### config.mk
export PLATFORM = sky130hd
export DESIGN_NAME = fm_phase_gen
export DESIGN_NICKNAME = d
export VERILOG_FILES = /design/src/rtl/fm_pg_pkg.sv /design/src/rtl/fm_pg_route.sv /design/src/rtl/fm_pg_incr.sv /design/src/rtl/fm_phase_gen.sv
export SDC_FILE = /design/constraint.sdc
export NUM_CORES = 1
export LEC_CHECK = 0
export BUFFER_PORTS_ARGS = -buffer_cell sky130_fd_sc_hd__buf_2
export CELL_PAD_IN_SITES_DETAIL_PLACEMENT = 1
export CELL_PAD_IN_SITES_GLOBAL_PLACEMENT = 1
export CORE_MARGIN = 4
export CORE_UTILIZATION = 45
export CTS_CLUSTER_SIZE = 16
export DETAILED_ROUTE_END_ITERATION = 7
export PLACE_DENSITY = 0.87
export SLEW_MARGIN = 20
export SYNTH_ARGS = -nofsm -noshare
export SYNTH_HDL_FRONTEND = slang
export SYNTH_SLANG_ARGS = --single-unit
### constraint.sdc
create_clock -name clk -period 14.67 [get_ports clk]
set_input_delay 2.2005 -clock clk [delete_from_list [all_inputs] [get_ports clk]]
set_output_delay 2.2005 -clock clk [all_outputs]
set_load 0.02 [all_outputs]
### src/rtl/fm_pg_pkg.sv
package fm_pg_pkg;
    localparam int NUM_OPS = 4;
    localparam int NUM_ALT = 3;

    // Source of each operator's word in split mode; NUM_ALT means the channel word.
    function automatic int unsigned split_src(input int unsigned op);
        case (op)
            0:       return 1;
            1:       return 2;
            2:       return 0;
            default: return NUM_ALT;
        endcase
    endfunction
endpackage

### src/rtl/fm_pg_route.sv
module fm_pg_route
    import fm_pg_pkg::*;
#(
    parameter int WORD_W = 14
) (
    input  logic                        split_en,
    input  logic [WORD_W-1:0]           ch_word,
    input  logic [NUM_ALT*WORD_W-1:0]   alt_words,
    output logic [NUM_OPS*WORD_W-1:0]   op_words
);
    for (genvar op = 0; op < NUM_OPS; op++) begin : g_op
        localparam int unsigned SRC = split_src(op);
        if (SRC < NUM_ALT) begin : g_alt
            always_comb begin
                op_words[op*WORD_W +: WORD_W] = split_en ? alt_words[SRC*WORD_W +: WORD_W] : ch_word;
            end
        end else begin : g_own
            always_comb begin
                op_words[op*WORD_W +: WORD_W] = ch_word;
            end
        end
    end
endmodule

### src/rtl/fm_pg_incr.sv
module fm_pg_incr #(
    parameter int WORD_W = 14,
    parameter int FN_W   = 11,
    parameter int OFS_W  = 8,
    parameter int DET_W  = 6,
    parameter int MUL_W  = 4,
    parameter int SENS_W = 3,
    parameter int ACC_W  = 20
) (
    input  logic [WORD_W-1:0] word,
    input  logic [SENS_W-1:0] vib_sens,
    input  logic [OFS_W-1:0]  vib_ofs,
    input  logic [DET_W-1:0]  det_ofs,
    input  logic [MUL_W-1:0]  mul_code,
    input  logic [ACC_W-1:0]  base_inc,
    output logic [FN_W-5:0]   row,
    output logic [ACC_W-1:0]  inc
);
    localparam int BLK_W  = WORD_W - FN_W;
    localparam int MFN_W  = FN_W + 1;
    localparam int INC_W  = MFN_W + 5;
    localparam int PROD_W = INC_W + MUL_W + 1;

    logic [FN_W-1:0]   fnum;
    logic [BLK_W-1:0]  octave;
    logic [BLK_W-1:0]  shamt;
    logic [FN_W+1:0]   mfn_sum;
    logic [MFN_W-1:0]  mfn;
    logic [INC_W-1:0]  shifted;
    logic [INC_W-1:0]  finc;
    logic [MUL_W:0]    factor;
    logic [PROD_W-1:0] prod;
    logic              vib_on;

    always_comb begin
        fnum    = word[FN_W-1:0];
        octave  = word[WORD_W-1:FN_W];
        row     = fnum[FN_W-1:4];
        vib_on  = (vib_sens != '0) && (vib_ofs != '0);
        // 12-bit modulated frequency number; octave stays untouched
        mfn_sum = {1'b0, fnum, 1'b0} + {{(FN_W+2-OFS_W){vib_ofs[OFS_W-1]}}, vib_ofs};
        mfn     = mfn_sum[MFN_W-1:0];
        shamt   = {BLK_W{1'b1}} - octave;
        shifted = {mfn, 5'b0} >> shamt;
        finc    = shifted + {{(INC_W-DET_W){det_ofs[DET_W-1]}}, det_ofs};
        factor  = (mul_code == '0) ? (MUL_W+1)'(1) : {mul_code, 1'b0};
        prod    = PROD_W'(finc) * PROD_W'(factor);
        inc     = vib_on ? ACC_W'(prod >> 1) : base_inc;
    end
endmodule

### src/rtl/fm_phase_gen.sv
module fm_phase_gen
    import fm_pg_pkg::*;
#(
    parameter int WORD_W = 14,
    parameter int FN_W   = 11,
    parameter int OFS_W  = 8,
    parameter int DET_W  = 6,
    parameter int MUL_W  = 4,
    parameter int SENS_W = 3,
    parameter int KC_W   = 5,
    parameter int ACC_W  = 20
) (
    input  logic                        clk,
    input  logic                        rst_n,
    input  logic                        sample_stb,
    input  logic                        split_en,
    input  logic [WORD_W-1:0]           ch_word,
    input  logic [NUM_ALT*WORD_W-1:0]   alt_words,
    input  logic [KC_W-1:0]             key_code,
    input  logic [SENS_W-1:0]           vib_sens,
    input  logic [NUM_OPS*OFS_W-1:0]    vib_ofs,
    input  logic [NUM_OPS*DET_W-1:0]    det_ofs,
    input  logic [NUM_OPS*MUL_W-1:0]    mul_code,
    input  logic [NUM_OPS*ACC_W-1:0]    base_inc,
    output logic [NUM_OPS*(FN_W-4)-1:0] vib_row,
    output logic [KC_W-1:0]             det_key,
    output logic [NUM_OPS*ACC_W-1:0]    phase
);
    localparam int ROW_W = FN_W - 4;

    typedef struct packed {
        logic [NUM_OPS*ACC_W-1:0] phase;
    } state_t;

    state_t st_d, st_q;
    logic [NUM_OPS*WORD_W-1:0] op_words;
    logic [NUM_OPS*ACC_W-1:0]  op_inc;

    // Detune is indexed by the stored code only; vibrato has no path here.
    assign det_key = key_code;

    fm_pg_route #(.WORD_W(WORD_W)) route_i (
        .split_en  (split_en),
        .ch_word   (ch_word),
        .alt_words (alt_words),
        .op_words  (op_words)
    );

    for (genvar op = 0; op < NUM_OPS; op++) begin : g_inc
        fm_pg_incr #(
            .WORD_W(WORD_W), .FN_W(FN_W), .OFS_W(OFS_W), .DET_W(DET_W),
            .MUL_W(MUL_W), .SENS_W(SENS_W), .ACC_W(ACC_W)
        ) incr_i (
            .word     (op_words[op*WORD_W +: WORD_W]),
            .vib_sens (vib_sens),
            .vib_ofs  (vib_ofs[op*OFS_W +: OFS_W]),
            .det_ofs  (det_ofs[op*DET_W +: DET_W]),
            .mul_code (mul_code[op*MUL_W +: MUL_W]),
            .base_inc (base_inc[op*ACC_W +: ACC_W]),
            .row      (vib_row[op*ROW_W +: ROW_W]),
            .inc      (op_inc[op*ACC_W +: ACC_W])
        );

        AST_ADVANCE: assert property (@(posedge clk) disable iff (!rst_n)
            sample_stb |=> phase[op*ACC_W +: ACC_W] ==
                           $past(phase[op*ACC_W +: ACC_W] + op_inc[op*ACC_W +: ACC_W]));

        AST_QUIET_INC: assert property (@(posedge clk) disable iff (!rst_n)
            (vib_sens == '0) |-> op_inc[op*ACC_W +: ACC_W] == base_inc[op*ACC_W +: ACC_W]);

        AST_PLAIN_ROUTE: assert property (@(posedge clk) disable iff (!rst_n)
            !split_en |-> vib_row[op*ROW_W +: ROW_W] == ch_word[FN_W-1:4]);
    end

    always_comb begin
        st_d = st_q;
        if (sample_stb) begin
            for (int op = 0; op < NUM_OPS; op++) begin
                st_d.phase[op*ACC_W +: ACC_W] = st_q.phase[op*ACC_W +: ACC_W] + op_inc[op*ACC_W +: ACC_W];
            end
        end
    end

    always_ff @(posedge clk) begin
        if (!rst_n) st_q <= '0;
        else        st_q <= st_d;
    end

    assign phase = st_q.phase;

    AST_RESET_CLEAR: assert property (@(posedge clk)
        !rst_n |=> phase == '0);

    AST_HOLD_NO_STROBE: assert property (@(posedge clk) disable iff (!rst_n)
        !sample_stb |=> $stable(phase));

    AST_SPLIT_ROUTE: assert property (@(posedge clk) disable iff (!rst_n)
        split_en |-> (vib_row[0*ROW_W +: ROW_W] == alt_words[1*WORD_W+4 +: ROW_W]) &&
                     (vib_row[1*ROW_W +: ROW_W] == alt_words[2*WORD_W+4 +: ROW_W]) &&
                     (vib_row[2*ROW_W +: ROW_W] == alt_words[0*WORD_W+4 +: ROW_W]) &&
                     (vib_row[3*ROW_W +: ROW_W] == ch_word[FN_W-1:4]));
endmodule

Yosys cells after proc, flatten, opt, wreduce, memory -nomap -nowiden --
Cells that the tools add are included.
Cells by class: add/subtract/negate cells 16, multipliers 4, shifts and indexed selects 4, multiplexer cells 11, reduce and logical (&&, ||, !) cells 13
Operator list (count):
- multiplier 17 x 5 -> 21 bit | 4
- adder 20 bit | 4
- two-way mux 20 bit | 4
- adder 17 bit | 4
- right shift 17 x 3 -> 17 bit | 4
- adder 12 bit | 4
- two-way mux 14 bit | 3
- nonzero test 8 bit | 4
- two-way mux 5 bit | 4
- logical NOT 4 bit | 4
- subtractor 3 bit (first input constant) | 4
- logical AND 1 bit | 4
- nonzero test 3 bit | 1
Storage, ports and cells: register bits after elaboration 80, input bits 220, logic and storage cells 49

Longest topological paths before layout --
word-level depth 7, depth in mapped cells 50

Hierarchy --
Synthesis repeated with hierarchy kept, for this count alone.
Second synthesis, totals: cell total of the unflattened synthesis 3270, area, all modules 25446.9 um^2
By module, submodules not included:
- fm_phase_gen | instances 1, cells each 793, area an instance 6447.4 um^2, seq. area each 1601.5 um^2
- fm_pg_incr (g_inc[2].incr_i) | instances 1, cells each 616, area an instance 4684.5 um^2, seq. area each 0.0 um^2
- fm_pg_incr (g_inc[3].incr_i) | instances 1, cells each 606, area an instance 4596.9 um^2, seq. area each 0.0 um^2
- fm_pg_incr (g_inc[0].incr_i) | instances 1, cells each 617, area an instance 4534.3 um^2, seq. area each 0.0 um^2
- fm_pg_incr (g_inc[1].incr_i) | instances 1, cells each 577, area an instance 4364.2 um^2, seq. area each 0.0 um^2
- fm_pg_route | instances 1, cells each 61, area an instance 819.5 um^2, seq. area each 0.0 um^2

Least setup slack after synthesis --
OpenSTA, ideal clock, no wires.
path type input to register, start input split_en, end register st_q, in the netlist phase[39], data arrival time 11.708 ns, required time 14.600 ns, path slack 2.892 ns, stages on the path 46, path buffers 7, path through buf_6 -> clkbuf_1 -> clkbuf_1 -> clkbuf_1 -> clkbuf_1 -> nand2_1 -> nand2_1 -> ha_1 -> inv_1 -> fa_1 -> nor2b_1 -> o31ai_2 -> a211oi_1 -> nor3_1 -> xor2_1 -> or2_2 -> nand2_1 -> mux2i_1 -> (+10 left out) -> fa_1 -> inv_1 -> fa_1 -> inv_1 -> ha_1 -> and3_1 -> a21oi_1 -> inv_1 -> a211oi_1 -> xor2_1 -> o21ai_0 -> ha_1 -> or3_1 -> o31a_1 -> a31o_2 -> and4_4 -> or3_1 -> a21boi_1
Between the ends: word-level cells in the longest chain between the ends 7, elaborated cells on any way between the ends 8, classes of those cells 4 x add/sub; 1 x mul; 1 x shift; 2 x mux
RTL lines:
- from (decl) | line fm_phase_gen.sv:16 | input logic split_en,
- two-way mux 14 bit * | line fm_pg_route.sv:15 | op_words[op*WORD_W +: WORD_W] = split_en ? alt_words[SRC*WORD_W +: WORD_W] : ch_word;
- adder 12 bit or subtractor 3 bit (tied branches) | line fm_pg_incr.sv:41, fm_pg_incr.sv:43
- right shift 17 x 3 -> 17 bit * | line fm_pg_incr.sv:44 | shifted = {mfn, 5'b0} >> shamt;
- adder 17 bit * | line fm_pg_incr.sv:45 | finc = shifted + {{(INC_W-DET_W){det_ofs[DET_W-1]}}, det_ofs};
- multiplier 17 x 5 -> 21 bit * | line fm_pg_incr.sv:47 | prod = PROD_W'(finc) * PROD_W'(factor);
- two-way mux 20 bit * | line fm_pg_incr.sv:48 | inc = vib_on ? ACC_W'(prod >> 1) : base_inc;
- adder 20 bit * | line fm_phase_gen.sv:79 | st_d.phase[op*ACC_W +: ACC_W] = st_q.phase[op*ACC_W +: ACC_W] + op_inc[op*ACC_W +: ACC_W];
- to (signal assigned) | line fm_phase_gen.sv:86 | else st_q <= st_d;
- to (decl) | line fm_phase_gen.sv:35 | state_t st_d, st_q;
Mark *: on every way between the ends. The rest lies on a longest branch, timed or not. A chain may end at the register's enable or synchronous reset.

Worst setup path after layout --
start input split_en, end register st_q, in the netlist phase[19]
Same word-level chain as after synthesis.

==> results_dict.tcl <==
set metrics [dict create \
    cts.path.max_buffers 2 \
    synth-seq-cells 80 \
    setup_violations 0 \
    max_slew_margin_pct 35.7 \
    yosysTopAreaCellShare_pct 15.4 \
    hpwl_um 70800 \
    cts_setup_buffers 0 \
    final_cells 4219 \
    grt_usage_pct 27.6 \
    post-route-util_pct 50.2 \
    worstHoldEndpoint "phase[71]" \
    grt_remaining_overflow 0 \
    slowest_delay_ns 0.61 \
    vias 24421 \
    fin_nets 4226 \
    required_ns 14.98 \
    placed_cells 4197 \
    fillers 6974 \
    synth_area_um2 24800 \
    synth_flop_cell "dfxtp_1" \
    drt_iter0_drc 1098 \
    finalWorstPathRequiredPeriod_ns 12.03 \
    cts-root-buf "clkbuf_16" \
    path_class "in2reg" \
    synth_nets 4017 \
    drv_slew 0 \
    critPathMostFrequentCell "a21oi_1" \
    fin_tns_setup_ns 0 \
    grt_pass1_wl_um 135000 \
    area_growth_pct 9.52 \
    first_pass_iters 5 \
    layout_common_cells "nand2_1 (415), buf_2 (321), inv_1 (309)" \
    min_path_type "reg2reg" \
    wl_met2_um 40400 \
    die-area_um2 59000 \
    yosys.area.top_type "ha_1" \
    cp.arrival_ns 12.34 \
    skew_ns 0.00634 \
    wl_um 83600 \
    synthCells 3303 \
    ff_latch_area_um2 1600 \
    cts_tree "done" \
    io_pins 333 \
    syn-mean-instance-area_um2 7.52 \
    ff2ff_setup_slack_ns 10.84 \
    layout_commonest_cell "nand2_1" \
    drive_above_1_share_pct 11.6 \
    worstMarginPinSlew_ns 0.958 \
    htreeDepth 3 \
    ys_types 87 \
    rsz0062_at_grt "no" \
    r2r-start "phase[41]" \
    timing.rr.end "phase[59]" \
    grt_pass1_vias 25592 \
    antenna_found_initial 13 \
    cts_hold_buf 0 \
    port_buffers 322 \
    synth_edf_count 0 \
    avgRoutedWirePerCell_um 19.8 \
    drt-met1-wl_um 37400 \
    core_area_um2 54200 \
    gp_congestion 0.920 \
    reg2reg_depth 12 \
    fp.dieW_um 243 \
    ys_seq_area_share_pct 6.45 \
    drtAntennaViolNets 0 \
    largest_register_ffs 80 \
    grt_max_degree 54 \
    period_share_pct 82.0 \
    cts_buffers 9 \
    routed.top_layer "met5" \
    cts_sinks 80 \
    max_clock_freq_mhz 83.1 \
    finalHoldViolations 0 \
    wl_met3_um 4030 \
    cts_resized 0 \
    startpoint_type "input port" \
    drc 0 \
    maxCapViolCount 0 \
    clk_pin_slew_ns 0.07 \
    async_flop_share_pct 0 \
    fp-row-count 85 \
    viasPerCell 5.79 \
    ys_warn_count 0 \
    multiInputGateArea_um2 21500 \
    cp_max_fo 36 \
    cp_slowest_cell "buf_2" \
    min_path_cells 2 \
    die_h_um 243 \
    clock_latency_ns 0.38 \
    cp-end-kind "flop" \
    start_util_pct 45.8 \
    synthTopCellsByArea "ha_1 (15%), fa_1 (15%), dfxtp_1 (6.4%)" \
    outcome "completed" \
    worstHoldStart "phase[71]" \
]
layout make-up:
type / instances / share of cell area [%]
Clock buffer: 11 / 0.929
Clock inverter: 5 / 0.234
Inverter: 313 / 4.32
Timing Repair Buffer: 336 / 6.32
Antenna cell: 6 / 0.0552
Multi-Input combinational cell: 2772 / 79.1
Tap cell: 696 / 3.20
Sequential cell: 80 / 5.88
synthesized netlist by cell type, drive strengths merged (36+ instances only):
| cell type | number |
|---|---|
| a21o | 54 |
| nand2b | 46 |
| nor2b | 91 |
| a21oi | 189 |
| clkbuf | 109 |
| o21a | 36 |
| nand3 | 78 |
| ha | 306 |
| inv | 311 |
| xnor2 | 149 |
| nor3 | 69 |
| nor2 | 150 |
| a31oi | 39 |
| mux2i | 97 |
| o21bai | 50 |
| fa | 188 |
| o21ai | 176 |
| xor2 | 54 |
| nand2 | 415 |
| dfxtp | 80 |
| and2 | 215 |
critical path: cells and delay by family:
kind,cells,cell delay [ns]
compound gates,16,3.72
xor+xnor,1,0.27
fa+ha+maj,8,2.97
buf+inv,6,1.25
mux,2,0.39
simple gates,10,1.51
how the worst max path moves through the flow:
stage | start | to | slack, ns
after floorplan | split_en | phase[39] | 2.89
after global placement | split_en | phase[59] | 2.77
after detailed placement | split_en | phase[19] | 2.36
after CTS | split_en | phase[19] | 2.74
after global routing | split_en | phase[39] | 1.92
final | split_en | phase[19] | 2.64
metal layers:
layer  up-vias  track usage, %
li1      11763               -
met5         -               0
met3       101            3.92
met1     11988            35.8
met4        10            6.71
met2       559            48.5
kinds of logic after synthesis:
kind of cell | count (synthesis) | share of synthesized area, %
AO/OA/AOI/OAI | 747 | 19.3
XOR/XNOR | 204 | 7.32
adder cells (fa/ha/maj) | 494 | 30.6
buffers and inverters | 451 | 7.06
flip-flops | 80 | 6.45
multiplexers | 108 | 4.44
AND/OR/NAND/NOR | 1219 | 24.8
through the flow:
stage | area (um2) | worst slack (ns) | hold slack (ns)
floorplan | 24800 | 2.89 | 0.540
global placement | 26900 | 2.77 | 0.499
detailed placement | 26900 | 2.36 | 0.502
CTS | 27200 | 2.74 | 0.514
global route | 27200 | 1.92 | 0.548
finish | 27200 | 2.64 | 0.515
Power is not shown: default switching activity piles up to over one toggle a cycle in this logic, so the estimate is an artifact.
